[config.mk]
export PLATFORM = sky130hd
export DESIGN_NAME = nr_divider
export DESIGN_NICKNAME = d
export VERILOG_FILES = /design/src/rtl/nr_div_pkg.sv /design/src/rtl/nr_div_mul.sv /design/src/rtl/nr_div_sub.sv /design/src/rtl/nr_div_ctrl.sv /design/src/rtl/nr_divider.sv
export SDC_FILE = /design/constraint.sdc
export NUM_CORES = 1
export LEC_CHECK = 0
export BUFFER_PORTS_ARGS = -buffer_cell sky130_fd_sc_hd__buf_2
export CELL_PAD_IN_SITES_DETAIL_PLACEMENT = 0
export CELL_PAD_IN_SITES_GLOBAL_PLACEMENT = 2
export CORE_MARGIN = 4
export CORE_UTILIZATION = 46
export CTS_CLUSTER_DIAMETER = 30
export DETAILED_ROUTE_END_ITERATION = 8
export MAX_ROUTING_LAYER = met4
export PLACE_DENSITY = 0.95
export SYNTH_ARGS = -nofsm -noshare
export SYNTH_HDL_FRONTEND = slang
export SYNTH_HIERARCHICAL = 1
export SYNTH_SLANG_ARGS = --single-unit
[constraint.sdc]
create_clock -name clk_i -period 13.6 [get_ports clk_i]
set_clock_uncertainty 0.2 [all_clocks]
set_input_delay 2.72 -clock clk_i [delete_from_list [all_inputs] [get_ports clk_i]]
set_output_delay 2.72 -clock clk_i [all_outputs]
set_load 0.005 [all_outputs]
[src/rtl/nr_div_pkg.sv]
package nr_div_pkg;

  typedef enum logic [2:0] {
    ST_IDLE,
    ST_SEED,
    ST_MUL_DX,
    ST_SUB,
    ST_MUL_X,
    ST_MUL_A,
    ST_DONE
  } nr_state_e;

  typedef enum logic [1:0] {
    MSEL_DX,
    MSEL_XT,
    MSEL_AX
  } mul_sel_e;

  typedef enum logic {
    SSEL_SEED,
    SSEL_CORR
  } sub_sel_e;

endpackage

[src/rtl/nr_div_mul.sv]
module nr_div_mul #(
  parameter int W      = 22,
  parameter int FRAC_W = 20
) (
  input  logic         clk_i,
  input  logic         rst_ni,
  input  logic         en_i,
  input  logic [W-1:0] a_i,
  input  logic [W-1:0] b_i,
  output logic [W-1:0] p_o
);

  localparam int PW = 2 * W;

  logic [PW-1:0] prod;
  logic [PW-1:0] prod_sh;
  logic          ovf;

  always_comb begin
    prod    = {{W{1'b0}}, a_i} * {{W{1'b0}}, b_i};
    prod_sh = prod >> FRAC_W;
    p_o     = prod_sh[W-1:0];
    ovf     = |prod_sh[PW-1:W];
  end

  // truncated product must fit the Q2.FRAC_W range
  AST_NO_OVERFLOW: assert property (@(posedge clk_i) disable iff (!rst_ni) en_i |-> !ovf);

endmodule

[src/rtl/nr_div_sub.sv]
module nr_div_sub #(
  parameter int W      = 22,
  parameter int FRAC_W = 20
) (
  input  nr_div_pkg::sub_sel_e sel_i,
  input  logic [W-1:0]         d_i,
  input  logic [W-1:0]         t_i,
  output logic [W-1:0]         r_o
);
  import nr_div_pkg::*;

  localparam logic [W-1:0] SEED_K = W'((64'd29142 << FRAC_W) / 64'd10000);
  localparam logic [W-1:0] TWO_Q  = W'(64'd2 << FRAC_W);

  logic [W-1:0] lhs;
  logic [W-1:0] rhs;

  always_comb begin
    if (sel_i == SSEL_SEED) begin
      lhs = SEED_K;
      rhs = d_i << 1;
    end else begin
      lhs = TWO_Q;
      rhs = t_i;
    end
    r_o = lhs - rhs;
  end

endmodule

[src/rtl/nr_div_ctrl.sv]
module nr_div_ctrl #(
  parameter int ITERS = 2
) (
  input  logic                 clk_i,
  input  logic                 rst_ni,
  input  logic                 start_i,
  output logic                 idle_o,
  output logic                 latch_o,
  output logic                 seed_we_o,
  output logic                 t_mul_we_o,
  output logic                 t_sub_we_o,
  output logic                 x_mul_we_o,
  output logic                 q_we_o,
  output nr_div_pkg::mul_sel_e mul_sel_o,
  output nr_div_pkg::sub_sel_e sub_sel_o,
  output logic                 done_o
);
  import nr_div_pkg::*;

  localparam int CNT_W = (ITERS > 1) ? $clog2(ITERS) : 1;
  localparam logic [CNT_W-1:0] LAST = CNT_W'(ITERS - 1);

  nr_state_e        state_q, state_d;
  logic [CNT_W-1:0] iter_q, iter_d;

  always_comb begin
    state_d    = state_q;
    iter_d     = iter_q;
    latch_o    = 1'b0;
    seed_we_o  = 1'b0;
    t_mul_we_o = 1'b0;
    t_sub_we_o = 1'b0;
    x_mul_we_o = 1'b0;
    q_we_o     = 1'b0;
    done_o     = 1'b0;
    mul_sel_o  = MSEL_DX;
    sub_sel_o  = SSEL_CORR;
    unique case (state_q)
      ST_IDLE: begin
        if (start_i) begin
          latch_o = 1'b1;
          state_d = ST_SEED;
        end
      end
      ST_SEED: begin
        seed_we_o = 1'b1;
        sub_sel_o = SSEL_SEED;
        iter_d    = '0;
        state_d   = ST_MUL_DX;
      end
      ST_MUL_DX: begin
        t_mul_we_o = 1'b1;
        mul_sel_o  = MSEL_DX;
        state_d    = ST_SUB;
      end
      ST_SUB: begin
        t_sub_we_o = 1'b1;
        sub_sel_o  = SSEL_CORR;
        state_d    = ST_MUL_X;
      end
      ST_MUL_X: begin
        x_mul_we_o = 1'b1;
        mul_sel_o  = MSEL_XT;
        if (iter_q == LAST) begin
          state_d = ST_MUL_A;
        end else begin
          iter_d  = iter_q + 1'b1;
          state_d = ST_MUL_DX;
        end
      end
      ST_MUL_A: begin
        q_we_o    = 1'b1;
        mul_sel_o = MSEL_AX;
        state_d   = ST_DONE;
      end
      ST_DONE: begin
        done_o  = 1'b1;
        state_d = ST_IDLE;
      end
      default: state_d = ST_IDLE;
    endcase
  end

  always_ff @(posedge clk_i or negedge rst_ni) begin
    if (!rst_ni) begin
      state_q <= ST_IDLE;
      iter_q  <= '0;
    end else begin
      state_q <= state_d;
      iter_q  <= iter_d;
    end
  end

  assign idle_o = (state_q == ST_IDLE);

  AST_DONE_PULSE: assert property (@(posedge clk_i) disable iff (!rst_ni) done_o |=> !done_o);
  AST_ONE_OP: assert property (@(posedge clk_i) disable iff (!rst_ni)
    $onehot0({seed_we_o, t_mul_we_o, t_sub_we_o, x_mul_we_o, q_we_o}));
  AST_ITER_BOUND: assert property (@(posedge clk_i) disable iff (!rst_ni) iter_q <= LAST);
  AST_SUB_AFTER_MUL: assert property (@(posedge clk_i) disable iff (!rst_ni) t_mul_we_o |=> t_sub_we_o);

endmodule

[src/rtl/nr_divider.sv]
module nr_divider #(
  parameter int IN_W   = 16,
  parameter int OUT_W  = 16,
  parameter int FRAC_W = 20,
  parameter int ITERS  = 2
) (
  input  logic             clk_i,
  input  logic             rst_ni,
  input  logic             start_i,
  input  logic [IN_W-1:0]  dividend_i,
  input  logic [IN_W-1:0]  divisor_i,
  output logic [OUT_W-1:0] quotient_o,
  output logic             done_o
);
  import nr_div_pkg::*;

  localparam int W         = FRAC_W + 2;
  localparam int SHIFT_IN  = FRAC_W - IN_W;
  localparam int SHIFT_OUT = FRAC_W - (OUT_W - 1);
  localparam logic [W-1:0] TWO_Q    = W'(64'd2 << FRAC_W);
  localparam logic [W-1:0] X0_MIN   = W'((64'd9 << FRAC_W) / 64'd10);
  localparam logic [W-1:0] T_LOW    = W'(64'd3 << (FRAC_W - 2));
  localparam logic [W-1:0] T_HIGH   = W'(64'd5 << (FRAC_W - 2));

  logic [IN_W-1:0]  a_q, d_q;
  logic [W-1:0]     x_q, t_q;
  logic [OUT_W-1:0] q_q;
  logic [W-1:0]     a_ext, d_ext;
  logic [W-1:0]     mul_a, mul_b, mul_res, sub_res, q_sh;

  logic     idle, latch, seed_we, t_mul_we, t_sub_we, x_mul_we, q_we;
  mul_sel_e mul_sel;
  sub_sel_e sub_sel;

  nr_div_ctrl #(.ITERS(ITERS)) u_ctrl (
    .clk_i      (clk_i),
    .rst_ni     (rst_ni),
    .start_i    (start_i),
    .idle_o     (idle),
    .latch_o    (latch),
    .seed_we_o  (seed_we),
    .t_mul_we_o (t_mul_we),
    .t_sub_we_o (t_sub_we),
    .x_mul_we_o (x_mul_we),
    .q_we_o     (q_we),
    .mul_sel_o  (mul_sel),
    .sub_sel_o  (sub_sel),
    .done_o     (done_o)
  );

  assign a_ext = {{(W-IN_W){1'b0}}, a_q} << SHIFT_IN;
  assign d_ext = {{(W-IN_W){1'b0}}, d_q} << SHIFT_IN;

  always_comb begin
    unique case (mul_sel)
      MSEL_XT: begin mul_a = x_q;   mul_b = t_q; end
      MSEL_AX: begin mul_a = a_ext; mul_b = x_q; end
      default: begin mul_a = d_ext; mul_b = x_q; end
    endcase
  end

  nr_div_mul #(.W(W), .FRAC_W(FRAC_W)) u_mul (
    .clk_i  (clk_i),
    .rst_ni (rst_ni),
    .en_i   (t_mul_we | x_mul_we | q_we),
    .a_i    (mul_a),
    .b_i    (mul_b),
    .p_o    (mul_res)
  );

  nr_div_sub #(.W(W), .FRAC_W(FRAC_W)) u_sub (
    .sel_i (sub_sel),
    .d_i   (d_ext),
    .t_i   (t_q),
    .r_o   (sub_res)
  );

  assign q_sh = mul_res >> SHIFT_OUT;

  always_ff @(posedge clk_i or negedge rst_ni) begin
    if (!rst_ni) begin
      a_q <= '0;
      d_q <= '0;
      x_q <= '0;
      t_q <= '0;
      q_q <= '0;
    end else begin
      if (latch) begin
        a_q <= dividend_i;
        d_q <= divisor_i;
      end
      if (seed_we)       x_q <= sub_res;
      else if (x_mul_we) x_q <= mul_res;
      if (t_mul_we)      t_q <= mul_res;
      else if (t_sub_we) t_q <= sub_res;
      if (q_we)          q_q <= (|q_sh[W-1:OUT_W]) ? '1 : q_sh[OUT_W-1:0];
    end
  end

  assign quotient_o = q_q;

  AST_OPERANDS_FROZEN: assert property (@(posedge clk_i) disable iff (!rst_ni)
    !idle |=> ($stable(a_q) && $stable(d_q)));
  AST_SEED_RANGE: assert property (@(posedge clk_i) disable iff (!rst_ni)
    seed_we |=> (x_q >= X0_MIN && x_q < TWO_Q));
  AST_RECIP_BELOW_TWO: assert property (@(posedge clk_i) disable iff (!rst_ni) x_q < TWO_Q);
  AST_CORR_RANGE: assert property (@(posedge clk_i) disable iff (!rst_ni)
    t_sub_we |=> (t_q > T_LOW && t_q < T_HIGH));
  AST_QUOT_ONLY_AT_DONE: assert property (@(posedge clk_i) disable iff (!rst_ni)
    !$stable(quotient_o) |-> done_o);

endmodule

# After elaboration in Yosys (flattened, before gate mapping)
# Cells that the tools add are included.
# word_totals
reg_bits	96
inputBits	35
out_inout_bits	17
wordCells	46
# classes
add_sub_neg	2
n_mul	1
n_eq_ne	9
muxes	23
n_reduce_logical	4
# op_table
operator	n
two-way mux 22 bit	6
case mux 22 bit (2 select lines)	1
multiplier 22 x 22 -> 42 bit	1
subtractor 22 bit	1
two-way mux 20 bit	1
case mux 3 bit (6 select lines)	1
two-way mux 16 bit	1
== test 3 bit (second input constant)	3
two-way mux 1 bit	9
== test 3 x 2 -> 1 bit (second input constant)	2
two-way mux 3 bit	2
nonzero test 2 bit	3
case mux 2 bit (2 select lines)	1
== test 3 x 1 -> 1 bit (second input constant)	1
zero test 3 bit	1
== test 2 x 1 -> 1 bit (second input constant)	1
== test 2 bit (second input constant)	1
!= test 2 bit (second input constant)	1
case mux 1 bit (2 select lines)	1
adder 1 bit (second input constant)	1

# Depth between registers and ports, before layout
# Gate-level depths: netlist of the first run.
# logic_depth
word_depth	7
depth_mapped	36
mapped_depth_nobuf	30

# Cells and area by module
# Netlist of the first run, hierarchy kept.
# modules_own_cells
mod	instances	cells_per_inst	area_each_um2
nr_div_mul	1	1682	15143.3
nr_divider	1	422	4719.5
nr_div_sub	1	164	1157.4
nr_div_ctrl	1	31	259.0

# Least setup slack after synthesis of the first run
# No wires, ideal clock.
# synth_timing
kind	flip-flop to flip-flop
from	register u_ctrl.state_q[2]
to	register q_q[11] (netlist: quotient_o[11])
setup_time_ns	0.077
arrival_time_ns	7.931
required_ns	13.323
slack_ns	5.392
stages_incl_launch_ff	36
path_buffers	6
cell_sequence	dfrtp_1 inv_2 nor3_1 buf_4 inv_1 ha_1 clkbuf_1 nand2_1 o21ai_0 clkbuf_1 nand2_1 fa_1 inv_1 fa_1 inv_1 fa_1 inv_1 fa_1 fa_1 fa_1 inv_1 fa_1 inv_1 ha_1 buf_2 nand2_1 or4_4 nor3_2 a21oi_1 nor3_2 a2111oi_2 xnor2_1 buf_2 buf_4 nor2_1 a21oi_1
# synth_between
elab_chain_cells	6
# synth_rtl
element	line_no	source
from (decl)	nr_div_ctrl.sv:23	nr_state_e state_q, state_d;
from (signal assigned)	nr_div_ctrl.sv:89	state_q <= state_d;
== test 3 bit	nr_div_ctrl.sv:38	unique case (state_q)
case mux 2 bit (2 select lines) *	nr_div_ctrl.sv:38	
named net mul_sel[0]	nr_divider.sv:32	mul_sel_e mul_sel;
== test 2 bit / == test 2 x 1 -> 1 bit (equally long branches)	nr_divider.sv:55	unique case (mul_sel)
case mux 22 bit (2 select lines) *	nr_divider.sv:55	
named net mul_a[17]	nr_divider.sv:29	logic [W-1:0] mul_a, mul_b, mul_res, sub_res, q_sh;
multiplier 22 x 22 -> 42 bit *	nr_div_mul.sv:20	prod = {{W{1'b0}}, a_i} * {{W{1'b0}}, b_i};
named net mul_res[21]	nr_divider.sv:29	
two-way mux 16 bit *	nr_divider.sv:96	if (q_we) q_q <= (|q_sh[W-1:OUT_W]) ? '1 : q_sh[OUT_W-1:0];
to (signal assigned)	nr_divider.sv:96	
to (decl)	nr_divider.sv:27	logic [OUT_W-1:0] q_q;
# The timed path passes the listed nets; every way through them passes the cells marked *.
# A chain may end at the register's enable or synchronous reset.

# Worst setup path after layout of the first run
# layout_timing
from	register u_ctrl.state_q[2]
to	register x_q[21]
# layout_lines
element	line_no	source
== test 3 bit	nr_div_ctrl.sv:38	
two-way mux 1 bit	nr_div_ctrl.sv:38	
named net x_mul_we	nr_divider.sv:31	logic idle, latch, seed_we, t_mul_we, t_sub_we, x_mul_we, q_we;
nonzero test 2 bit (no line)	n/a	
to (signal assigned)	nr_divider.sv:92	if (seed_we) x_q <= sub_res;
to (signal assigned)	nr_divider.sv:93	else if (x_mul_we) x_q <= mul_res;
to (decl)	nr_divider.sv:26	logic [W-1:0] x_q, t_q;
# The timed path passes the listed nets, and every way through them passes these cells. The select of a mux whose other input is x is not followed.

==> results_dict.tcl, run 1 <==
set metrics [dict create \
    finalCritPeriodShare_pct 72.6 \
    cts_tree "built" \
    overflow 0 \
    fp.dieH_um 223 \
    nets 2839 \
    drt-pass1-iter-count 8 \
    critPathArrivalTime_ps 9940 \
    avgSynthCellArea_um2 9.26 \
    cp.required_ps 13670 \
    drt-vias-per-instance 5.36 \
    hold_viol 0 \
    worst_slew_pin_slew_ps 1280 \
    hp-class "reg2reg" \
    startpoint_type "flip-flop" \
    grt_max_degree 71 \
    period_minus_slack_ps 9870 \
    critPathSlowestCell "ha_2" \
    drc 0 \
    relSlewSlack_pct 14.3 \
    post_cts_resized 0 \
    clk_latency_ps 340 \
    syn_inst 2298 \
    num_rows 78 \
    drv_cap 0 \
    clk_pin_slew_ps 70 \
    cp.buffers_inverters 4 \
    grt_pass1_vias 17000 \
    slowest_delay_ps 950 \
    status "finished clean" \
    ys_warn_count 6 \
    start_util_pct 46.7 \
    vias 15400 \
    cts_hold_buffers 0 \
    core_um2 45600 \
    cts_buffers 9 \
    setup_viol 0 \
    drive_above_1_share_pct 9.22 \
    routabilityCongestion 0.914 \
    drv_slew 0 \
    wl_per_cell_um 18.8 \
    h-tree-depth 3 \
    end_kind "flip-flop" \
    clockBufferDepth 2 \
    antenna_left 0 \
    first_iter_violations 818 \
    grt_pass1_wl_um 90000 \
    worstPathMaxFanout 39 \
    cpMostUsedCell "fa_1" \
    rsz0062_at_grt "false" \
    syn_area_um2 21300 \
    antenna_found_initial 3 \
    dieArea_um2 49700 \
    timing.setup.tns_ps 0 \
    post-cts-setup-buffers 0 \
    port_buffers 51 \
    wl_um 54000 \
    cts_root_buf "clkbuf_16" \
    cts_sinks 96 \
    area_delta_synth_final_pct 4.22 \
    path_class "reg2reg" \
    fp.dieW_um 223 \
    track_usage_pct 23.0 \
    ios 52 \
    dp_hpwl_um 41000 \
    diodes 0 \
    cp_top_family "adder cells" \
    fmax_ghz 0.101 \
]
stage by stage:
step                      instance area [µm²]  setup WS (ps)  instances  util [%]  hold WS [ps]
after floorplan                         21300           5390       2312         -           275
after global placement                  21900           3960       2852      48.0           301
after detailed placement                21900           3750       2852      48.0           303
after CTS                               22200           3750       2868      48.6           321
after global routing                    22200           3280       2868      48.6           337
final                                   22200           3730       2868      48.6           321
layout by cell type (no fill, tap or decap), types with 31 or more instances in the layout:
cell,instances
a21oi_1,50
and2_1,231
buf_2,50
dfrtp_1,96
fa_1,395
ha_1,145
inv_1,401
mux2_4,31
mux2i_1,55
nand2_1,350
nor2_1,58
o21ai_1,56
xnor2_1,35
path summary, 6_finish.rpt:
| kind | cells after the start | endpoint | from | slack, ps |
|---|---|---|---|---|
| setup / recovery | 27 | x_q[21] | u_ctrl/state_q[2] | 3730 |
| hold / removal | 2 | u_ctrl/iter_q | u_ctrl/iter_q | 320 |
| setup reg to reg | 27 | x_q[21] | u_ctrl/state_q[2] | 3730 |
| hold reg to reg | 2 | u_ctrl/iter_q | u_ctrl/iter_q | 320 |
| max in group asynchronous | 2 | t_q[1] | rst_ni | 9910 |
| min in group asynchronous | 1 | a_q[14] | rst_ni | 2170 |
layer usage:
| layer | track usage [%] | vias to the layer above | share of wire (%) |
|---|---|---|---|
| li1 | - | 6954 | - |
| met1 | 30.6 | 7991 | 44 |
| met2 | 38.5 | 334 | 49 |
| met3 | 1.62 | 99 | 3.4 |
| met4 | 6.40 | 0 | 3.2 |
| met5 | - | - | 0 |
state kept, by name, summed over array words and instances, names as in the netlist:
register,count
t_q,22
a_q,16
x_q,22
quotient_o,16
u_ctrl/iter_q,1
d_q,16
u_ctrl/state_q,3
area by class of cell:
| cell class | instances | area (µm²) |
|---|---|---|
| Clock buffer | 10 | 239 |
| Clock inverter | 6 | 67.6 |
| Fill cell | 4338 | 23400 |
| Inverter | 403 | 1510 |
| Multi-Input combinational cell | 1676 | 16700 |
| Sequential cell | 96 | 2400 |
| Tap cell | 600 | 751 |
| Timing Repair Buffer | 77 | 453 |
worst min-delay path, delay by kind of cell, from the launching register on:
| family | cells | cell delay, ps |
|---|---|---|
| DFF | 1 | 380 |
| and+or+nand+nor | 2 | 110 |
Power of run 1 is left out: the tool's default activity adds up to more than one toggle a clock period on the data nets, which glitch-free logic cannot reach.
==> inputs of run 2 (changes only) <==
--- a/config.mk
+++ b/config.mk
@@ -5,15 +5,16 @@
 export SDC_FILE = /design/constraint.sdc
 export NUM_CORES = 1
 export LEC_CHECK = 0
+export ABC_AREA = 1
 export BUFFER_PORTS_ARGS = -buffer_cell sky130_fd_sc_hd__buf_2
 export CELL_PAD_IN_SITES_DETAIL_PLACEMENT = 0
 export CELL_PAD_IN_SITES_GLOBAL_PLACEMENT = 2
 export CORE_MARGIN = 4
-export CORE_UTILIZATION = 46
+export CORE_UTILIZATION = 39
 export CTS_CLUSTER_DIAMETER = 30
 export DETAILED_ROUTE_END_ITERATION = 8
 export MAX_ROUTING_LAYER = met4
-export PLACE_DENSITY = 0.95
+export PLACE_DENSITY = 0.94
 export SYNTH_ARGS = -nofsm -noshare
 export SYNTH_HDL_FRONTEND = slang
 export SYNTH_HIERARCHICAL = 1
==> constraint.sdc (replaced) <==
create_clock -name clk_i -period 9.4 [get_ports clk_i]
set_clock_uncertainty 0.2 [all_clocks]
set_input_delay 1.88 -clock clk_i [delete_from_list [all_inputs] [get_ports clk_i]]
set_output_delay 1.88 -clock clk_i [all_outputs]
set_load 0.005 [all_outputs]
==> run 2 against run 1 <==
Compared with the run above:
- via count up 25%
- hold slack lost 25 ps
- flip-flop and latch count is the same
- highest routed layer unchanged
==> results_dict.tcl, run 2 <==
set metrics [dict create \
    overflow 0 \
    area_delta_synth_final_pct 6.55 \
    status "finished clean" \
    wl_per_cell_um 18.4 \
    r2r_start "u_ctrl/state_q[1]" \
    cts_tree "built" \
    post_cts_resized 0 \
    min_path_cells 2 \
    routabilityCongestion 0.925 \
    avgSynthCellArea_um2 7.15 \
    critPathArrivalTime_ps 8900 \
    antenna_left 0 \
    antenna_found_initial 0 \
    syn_inst 3182 \
    hp-class "reg2reg" \
    dieArea_um2 62200 \
    cts_buffers 9 \
    syn_area_um2 22700 \
    drt-pass1-iter-count 7 \
    h-tree-depth 3 \
    cpMostUsedCell "nand2_1" \
    rsz0062_at_grt "false" \
    fillers 6106 \
    diodes 0 \
    fmax_ghz 0.113 \
    core_um2 57700 \
    drc 0 \
    drive_above_1_share_pct 7.18 \
    grt_pass1_wl_um 118000 \
    vias 19200 \
    clk_pin_slew_ps 70 \
    nets 3761 \
    grt_max_degree 66 \
    relSlewSlack_pct 29.2 \
    end_kind "flip-flop" \
    layout_common_cells "1128 x nand2_1, 767 x inv_1, 395 x fa_1" \
    period_minus_slack_ps 8850 \
    reg2regPathDepth 35 \
    finalCritPeriodShare_pct 94.2 \
    wl_um 72600 \
    drt-vias-per-instance 4.85 \
    final_common_cell "nand2_1" \
    port_buffers 51 \
    track_usage_pct 24.5 \
    whs_endpoint "x_q[20]" \
    critPathSlowestCell "nand3_1" \
    r2r-end "t_q[21]" \
    cts_root_buf "clkbuf_16" \
    ys_warn_count 6 \
    setup_viol 0 \
    hold_start "x_q[20]" \
    dp_hpwl_um 61200 \
    worstPathMaxFanout 18 \
    cp.required_ps 9450 \
    r2r_slack_ps 550 \
    grt_pass1_vias 20600 \
    cts_hold_buffers 0 \
    drv_cap 0 \
    startpoint_type "flip-flop" \
    num_rows 88 \
    fp.dieW_um 249 \
    first_iter_violations 1227 \
    hold_viol 0 \
    worst_slew_pin_slew_ps 1060 \
    clockBufferDepth 2 \
    ios 52 \
    cts_sinks 96 \
    top_regs "t_q: 22 flops, x_q: 22 flops" \
    drv_slew 0 \
    timing.setup.tns_ps 0 \
    slowest_delay_ps 700 \
    clk_latency_ps 360 \
    path_class "reg2reg" \
    fp.dieH_um 249 \
    post-cts-setup-buffers 0 \
    start_util_pct 39.4 \
]
## run 2: how the worst max path moves through the flow
| stage | start | end | slack (ps) | cells past startpoint |
|---|---|---|---|---|
| after floorplan | u_ctrl/state_q[0] | quotient_o[7] | 1680 | 38 |
| after global placement | u_ctrl/state_q[0] | t_q[7] | 700 | 31 |
| after detailed placement | u_ctrl/state_q[1] | quotient_o[10] | 630 | 33 |
| after CTS | u_ctrl/state_q[1] | t_q[21] | 600 | 35 |
| after global routing | u_ctrl/state_q[0] | t_q[7] | 90 | 33 |
| final | u_ctrl/state_q[1] | t_q[21] | 550 | 35 |
## run 2: final cells by class
type | count | area (µm²) | share of cell area [%]
multi-input cells | 2175 | 16800 | 69.4
inverters | 780 | 2930 | 12.1
flip-flops and latches | 96 | 2400 | 9.92
well taps | 765 | 957 | 3.95
repair buffers | 123 | 798 | 3.30
clock buffers | 9 | 225 | 0.930
clock inverters | 7 | 95.1 | 0.393
## run 2: layer usage
layer | routed length, µm | GRT usage, % | share of wire, % | vias to the layer above
met4 | 1860 | 6.04 | 2.6 | 0
li1 | - | - | - | 9113
met2 | 37500 | 44.0 | 52 | 444
met3 | 2460 | 1.70 | 3.4 | 106
met5 | 0 | - | 0 | -
met1 | 30800 | 30.4 | 42 | 9530
## run 2: critical path, delay by kind of cell (launching register included)
kind	cells	cell delay, ps
fa+ha+maj	9	4000
simple gates	15	1960
buf+inv	8	1290
compound gates	3	820
flops	1	450
## run 2: per-stage QoR
stage | utilization [%] | hold WS (ps) | instance area (µm²) | cells | worst slack (ps)
floorplan | - | 249 | 22800 | 3186 | 1680
global placement | 41.4 | 273 | 23900 | 3939 | 704
detailed placement | 41.4 | 278 | 23900 | 3939 | 635
CTS | 42.0 | 296 | 24200 | 3955 | 604
global route | 42.0 | 311 | 24200 | 3955 | 93.7
finish | 42.0 | 295 | 24200 | 3955 | 546
Power of run 2 is left out for the same reason.
